==> src/rtl/mpfrag_pkg.sv <==
package mpfrag_pkg;

   typedef enum logic [2:0] {
      OP_ADD = 3'd0,
      OP_SUB = 3'd1,
      OP_SHL = 3'd2,
      OP_SHR = 3'd3,
      OP_AND = 3'd4,
      OP_OR  = 3'd5,
      OP_XOR = 3'd6,
      OP_RSV = 3'd7
   } op_e;

   function automatic logic op_is_logic(op_e o);
      return (o == OP_AND) || (o == OP_OR) || (o == OP_XOR);
   endfunction

endpackage

==> src/rtl/mpfrag_alu.sv <==
module mpfrag_alu
   import mpfrag_pkg::*;
#(
   parameter int W = 8
) (
   input  op_e          op,
   input  logic [W-1:0] a,
   input  logic [W-1:0] b,
   input  logic         cin,
   output logic [W-1:0] y,
   output logic         cout
);

   logic [W:0] sum;

   always_comb begin
      sum  = '0;
      y    = '0;
      cout = cin;
      case (op)
         OP_ADD: begin
            sum  = {1'b0, a} + {1'b0, b} + {{W{1'b0}}, cin};
            y    = sum[W-1:0];
            cout = sum[W];
         end
         OP_SUB: begin
            sum  = {1'b0, a} + {1'b0, ~b} + {{W{1'b0}}, cin};
            y    = sum[W-1:0];
            cout = sum[W];
         end
         OP_SHL: begin
            y    = {a[W-2:0], cin};
            cout = a[W-1];
         end
         OP_SHR: begin
            y    = {cin, a[W-1:1]};
            cout = a[0];
         end
         OP_AND:  y = a & b;
         OP_OR:   y = a | b;
         OP_XOR:  y = a ^ b;
         default: y = '0;
      endcase
   end

endmodule

==> src/rtl/mpfrag_ctrl.sv <==
module mpfrag_ctrl #(
   parameter int N  = 4,
   parameter int IW = (N > 1) ? $clog2(N) : 1
) (
   input  logic          clk,
   input  logic          rst_n,
   input  logic          start,
   input  logic          op_ok,
   input  logic          down,
   output logic          accept,
   output logic          busy,
   output logic          done,
   output logic [IW-1:0] idx
);

   localparam logic [IW-1:0] LAST_IDX = IW'(N - 1);

   logic          busy_q, done_q, down_q;
   logic [IW-1:0] idx_q, left_q;

   assign accept = start && !busy_q && op_ok;
   assign busy   = busy_q;
   assign done   = done_q;
   assign idx    = idx_q;

   always_ff @(posedge clk or negedge rst_n) begin
      if (!rst_n) begin
         busy_q <= 1'b0;
         done_q <= 1'b0;
         down_q <= 1'b0;
         idx_q  <= '0;
         left_q <= '0;
      end else begin
         done_q <= 1'b0;
         if (accept) begin
            busy_q <= 1'b1;
            down_q <= down;
            idx_q  <= down ? LAST_IDX : '0;
            left_q <= LAST_IDX;
         end else if (busy_q) begin
            if (left_q == '0) begin
               busy_q <= 1'b0;
               done_q <= 1'b1;
            end else begin
               left_q <= left_q - 1'b1;
               idx_q  <= down_q ? idx_q - 1'b1 : idx_q + 1'b1;
            end
         end
      end
   end

endmodule

==> src/rtl/mpfrag_store.sv <==
module mpfrag_store #(
   parameter int W  = 8,
   parameter int N  = 4,
   parameter int IW = (N > 1) ? $clog2(N) : 1
) (
   input  logic           clk,
   input  logic           rst_n,
   input  logic           wr,
   input  logic [IW-1:0]  idx,
   input  logic [W-1:0]   din,
   input  logic           clr_zero,
   output logic [N*W-1:0] result,
   output logic           zero
);

   logic zero_q;

   for (genvar s = 0; s < N; s++) begin : g_slot
      logic [W-1:0] slot_q;
      always_ff @(posedge clk or negedge rst_n) begin
         if (!rst_n)
            slot_q <= '0;
         else if (wr && idx == IW'(s))
            slot_q <= din;
      end
      assign result[s*W +: W] = slot_q;
   end

   always_ff @(posedge clk or negedge rst_n) begin
      if (!rst_n)
         zero_q <= 1'b1;
      else if (clr_zero)
         zero_q <= 1'b1;
      else if (wr)
         zero_q <= zero_q && (din == '0);
   end

   assign zero = zero_q;

endmodule

==> src/rtl/mpfrag_seq.sv <==
module mpfrag_seq
   import mpfrag_pkg::*;
#(
   parameter int W = 8,
   parameter int N = 4
) (
   input  logic           clk,
   input  logic           rst_n,
   input  logic           start,
   input  logic [2:0]     op,
   input  logic [N*W-1:0] a_in,
   input  logic [N*W-1:0] b_in,
   output logic           busy,
   output logic           done,
   output logic [N*W-1:0] result,
   output logic           carry,
   output logic           zero
);

   localparam int IW = (N > 1) ? $clog2(N) : 1;
   localparam int NW = N * W;

   if (W < 2) begin : g_bad_w
      $error("mpfrag_seq: W must be at least 2");
   end
   if (N < 2) begin : g_bad_n
      $error("mpfrag_seq: N must be at least 2");
   end

   op_e           op_new, op_q;
   logic [NW-1:0] a_q, b_q;
   logic [IW-1:0] idx;
   logic          accept, cy_q, alu_cout;
   logic [W-1:0]  a_frag, b_frag, alu_y;

   assign op_new = op_e'(op);

   mpfrag_ctrl #(.N(N), .IW(IW)) u_ctrl (
      .clk    (clk),
      .rst_n  (rst_n),
      .start  (start),
      .op_ok  (op_new != OP_RSV),
      .down   (op_new == OP_SHR),
      .accept (accept),
      .busy   (busy),
      .done   (done),
      .idx    (idx)
   );

   always_ff @(posedge clk or negedge rst_n) begin
      if (!rst_n) begin
         op_q <= OP_ADD;
         a_q  <= '0;
         b_q  <= '0;
      end else if (accept) begin
         op_q <= op_new;
         a_q  <= a_in;
         b_q  <= b_in;
      end
   end

   assign a_frag = a_q[int'(idx)*W +: W];
   assign b_frag = b_q[int'(idx)*W +: W];

   mpfrag_alu #(.W(W)) u_alu (
      .op   (op_q),
      .a    (a_frag),
      .b    (b_frag),
      .cin  (cy_q),
      .y    (alu_y),
      .cout (alu_cout)
   );

   always_ff @(posedge clk or negedge rst_n) begin
      if (!rst_n)
         cy_q <= 1'b0;
      else if (accept) begin
         case (op_new)
            OP_SUB:                 cy_q <= 1'b1;
            OP_ADD, OP_SHL, OP_SHR: cy_q <= 1'b0;
            default:                cy_q <= cy_q;
         endcase
      end else if (busy && !op_is_logic(op_q))
         cy_q <= alu_cout;
   end

   assign carry = cy_q;

   mpfrag_store #(.W(W), .N(N), .IW(IW)) u_store (
      .clk      (clk),
      .rst_n    (rst_n),
      .wr       (busy),
      .idx      (idx),
      .din      (alu_y),
      .clr_zero (accept),
      .result   (result),
      .zero     (zero)
   );

endmodule

==> config.mk <==
export PLATFORM = sky130hd
export DESIGN_NAME = mpfrag_seq
export DESIGN_NICKNAME = d
export VERILOG_FILES = /design/src/rtl/mpfrag_pkg.sv /design/src/rtl/mpfrag_alu.sv /design/src/rtl/mpfrag_ctrl.sv /design/src/rtl/mpfrag_store.sv /design/src/rtl/mpfrag_seq.sv
export SDC_FILE = /design/constraint.sdc
export NUM_CORES = 1
export LEC_CHECK = 0
export CORE_UTILIZATION = 31
export CTS_BUF_LIST = sky130_fd_sc_hd__clkbuf_4 sky130_fd_sc_hd__clkbuf_8 sky130_fd_sc_hd__clkbuf_16
export DETAILED_ROUTE_END_ITERATION = 8
export HOLD_SLACK_MARGIN = 0.1
export PLACE_DENSITY = 0.51
export SETUP_SLACK_MARGIN = 0.1
export SLEW_MARGIN = 20
export SYNTH_ARGS = -nofsm -noshare
export SYNTH_HDL_FRONTEND = slang
export SYNTH_SLANG_ARGS = --single-unit
==> constraint.sdc <==
create_clock -name clk -period 8.15 [get_ports clk]
set_input_delay 0.815 -clock clk [delete_from_list [all_inputs] [get_ports clk]]
set_output_delay 0.815 -clock clk [all_outputs]
set_load 0.02 [all_outputs]
==> flow_metrics.py <==
metrics = {
    "power": {
        "power.switching_mw": 1.742,
        "ir_drop_v": 0.0001709,
        "p_seq_share_pct": 26.8,
        "p_clk_share_pct": 12.0,
        "p_int_mw": 2.022,
        "switching_share_pct": 46.28,
        "power_frac_comb_pct": 61.2,
        "p_per_area_nw_per_um2": 515.9,
        "p_leak_nw": 3.361,
    },
    "drt": {
        "firstDrtPassIters": 6,
        "drtAntennaViolNets": 0,
        "drcViolationCount": 16,
        "drt_iter0_drc": 249,
        "via_per_inst": 4.784,
        "vias": 4516,
        "drt-total-wl_mm": 14.83,
        "post_drt_wl_per_cell_um": 15.71,
    },
    "logic_synthesis": {
        "syn_nets": 728,
        "yosysTopAreaCellShare_pct": 46.50,
        "avgSynthCellArea_um2": 9.198,
        "yosys.area.top_type": "dfrtp_1",
        "yosysSeqAreaShare_pct": 46.96,
        "ys_ff_latch": 108,
        "synth_flop_cell": "dfrtp_1",
        "async_reset_ff_share_pct": 100.0,
        "synth_area_leaders": "dfrtp_1, nand2_1, mux4_2",
        "synth_cell_types": 56,
        "synth-edff-count": 0,
        "syn_inst": 626,
        "syn-cell-area_um2": 5758,
        "yosys_warnings": 0,
    },
    "worst_setup_path": {
        "crit_path_top_delay_cell": "dfrtp_1",
        "crit_path_start_kind": "flip-flop",
        "worstPathMaxFanout": 20,
        "worst-setup-path-type": "reg2reg",
        "cp_top_family": "compound AO/OA/AOI/OAI gates",
        "critPathBufInv": 2,
        "slowest_delay_ps": 940,
        "end_kind": "flip-flop",
        "cp_cell_sequence": "mux4_2, inv_1, fa_1, inv_1, fa_1, nor2_1, a21oi_1, a22o_1, a221oi_1, nand4_1, o41ai_2",
        "worstPathRequired_ps": 8410,
        "r2r_slack_ps": 4100,
        "arrival_ps": 4310,
    },
    "die": {
        "rows": 49,
        "initial_core_util_pct": 31.84,
        "io_pins": 106,
        "die_area_um2": 19120,
        "die_y_um": 138.3,
        "die_w_um": 138.3,
        "core_um2": 18090,
    },
    "final_layout": {
        "nNetsFinal": 812,
        "antenna_cells": 0,
        "area_delta_synth_final_pct": 26.73,
        "drive_gt1_share_pct": 7.972,
    },
    "global_route": {
        "antenna_found_initial": 0,
        "grt_use_total_pct": 16.41,
        "grt_pass1_vias": 4626,
        "grt_pass1_wl_mm": 24.56,
        "grt_max_degree": 60,
        "overflow": 0,
    },
    "placement": {
        "globalplace.congestion": 0.7988,
        "io_buffers": 105,
        "dp_hpwl_mm": 11.07,
    },
    "sta": {
        "final-max-slew-violation-count": 0,
        "fmax_ghz": 0.2471,
        "finalSetupViolCount": 0,
        "fin_crit_sh_pct": 49.66,
        "setup_tns_ps": 0,
        "relSlewSlack_pct": 34.19,
        "final_hold_viol_count": 0,
        "hold_ws_ps": 475.2,
        "worst_pin_slew_ps": 987.2,
        "skew_ps": 9.697,
        "rsz0062_at_grt": "false",
        "min_period_ps": 4048,
    },
    "clocking": {
        "tritoncts": "built",
        "cts_setup_buffers": 0,
        "postCtsHoldBufs": 0,
        "h-tree-depth": 3,
        "cts_sinks": 108,
        "cts.clk_slew.worst_paths_ps": 70,
        "cts_root_buffer": "clkbuf_16",
        "worstSkewPairLatency_ps": 350,
        "cts_resized": 0,
        "cts_max_path_buffers": 2,
        "cts_buffers": 9,
    },
    "hold_path": {
        "hp-class": "in2async",
    },
    "run_status": {
        "violations": "DRC",
        "status": "finished with violations",
    },
    "run": {
        "maxCapViolations": 0,
    },
}
[per-stage QoR]
stage          std cells  power [mW]  utilization, %  cell area, µm²  setup WS, ps
6_report             944       3.764           40.35            7297          4102
2_1_floorplan        626       2.620               -            5758          4410
3_5_place_dp         928       3.335           38.62            6984          4065
5_1_grt              944       4.088           40.35            7297          3838
4_1_cts              944       3.801           40.35            7297          4035
3_3_place_gp         928       3.316           38.62            6984          4176
[cell families (layout without fill, tap and decap cells)]
family                     after synthesis  in the layout  share of synthesized area (%)
muxes                                   30             30                          8.996
adders and majority gates               32             32                          7.475
DFF                                    108            108                          46.96
xor gates and xnor gates                 7              7                          1.065
AOI/OAI and AO/OA                       93             93                          10.28
buffers and inverters                   65            154                          4.628
and+or+nand+nor                        291            291                          20.60
[layout by cell type (no fill, tap or decap), types with 7 or more instances in the layout]
| cell | instances |
|---|---|
| dfrtp_1 | 107 |
| ha_1 | 28 |
| nor2_1 | 37 |
| clkbuf_16 | 9 |
| nand2_1 | 221 |
| clkdlybuf4s50_1 | 104 |
| nor3_1 | 7 |
| mux2i_1 | 9 |
| mux4_2 | 17 |
| o21ai_0 | 11 |
| a21oi_1 | 41 |
| inv_1 | 26 |
[metal layers]
metal | global-route usage, % | share of wire (%) | up-vias | wire length [µm]
li1 | - | - | 2239 | -
met5 | 0 | 0 | - | 0
met1 | 21.34 | 46 | 2160 | 6832
met2 | 27.63 | 48 | 105 | 7152
met4 | 5.381 | 1.4 | 0 | 212
met3 | 3.014 | 4.3 | 12 | 631
[area by class of cell]
type                       count  area (µm²)
fill                        1754       10790
multi-input combinational    453        2803
sequential                   108        2704
timing repair buffer         110        1086
tap                          229       286.5
clock buffer                  11       252.7
inverter                      28       105.1
clock inverter                 5       60.06
[path summary, 6_finish.rpt]
check                                    from                     endpoint  cells after the start
worst max-delay path            u_ctrl.idx[1]                 u_store.zero                     11
worst min-delay path                    rst_n                       a_q[9]                      1
worst max register to register  u_ctrl.idx[1]                 u_store.zero                     11
worst min register to register        a_q[13]                      a_q[13]                      2
max in group asynchronous               rst_n  u_store.g_slot[3].slot_q[1]                      2
min in group clk                      a_q[13]                      a_q[13]                      2
[sequential cells by signal, summed over array words and instances, names as in the netlist]
signal	flops
u_ctrl.done	1
u_store.g_slot.slot_q	32
a_q	32
carry	1
u_ctrl.busy	1
u_ctrl.down_q	1
u_ctrl.left_q	2
b_q	32
u_store.zero	1
u_ctrl.idx	2
op_q	3
[synth_stat cells, types with 2 or more instances]
| library cell | count |
|---|---|
| and2_1 | 5 |
| mux2i_1 | 9 |
| buf_2 | 6 |
| nand2b_1 | 5 |
| a31oi_1 | 3 |
| buf_6 | 2 |
| a21oi_1 | 41 |
| clkbuf_1 | 25 |
| xnor2_1 | 5 |
| o22ai_1 | 6 |
| mux4_2 | 17 |
| nor2b_1 | 5 |
| o211ai_1 | 3 |
| o21ai_1 | 3 |
| xor2_1 | 2 |
| inv_2 | 2 |
| a22oi_1 | 3 |
| o21a_1 | 3 |
| dfrtp_1 | 107 |
| mux2_2 | 4 |
| nand2_1 | 221 |
| fa_1 | 4 |
| a211oi_1 | 3 |
| nor2_1 | 37 |
| o31ai_1 | 2 |
| ha_1 | 28 |
| nor3_1 | 7 |
| o21ba_2 | 2 |
| inv_1 | 26 |
| o21ai_0 | 11 |
| buf_1 | 4 |
[power by group through the flow]
stage	Combinational (mW)	Sequential, mW	Clock (mW)
2_1_floorplan	1.59	1.03	0
3_3_place_gp	2.30	1.02	0
3_5_place_dp	2.31	1.03	0
4_1_cts	2.32	1.02	0.466
5_1_grt	2.55	1.05	0.487
6_report	2.30	1.01	0.451
Note: power is estimated with default switching activity, not from simulation.
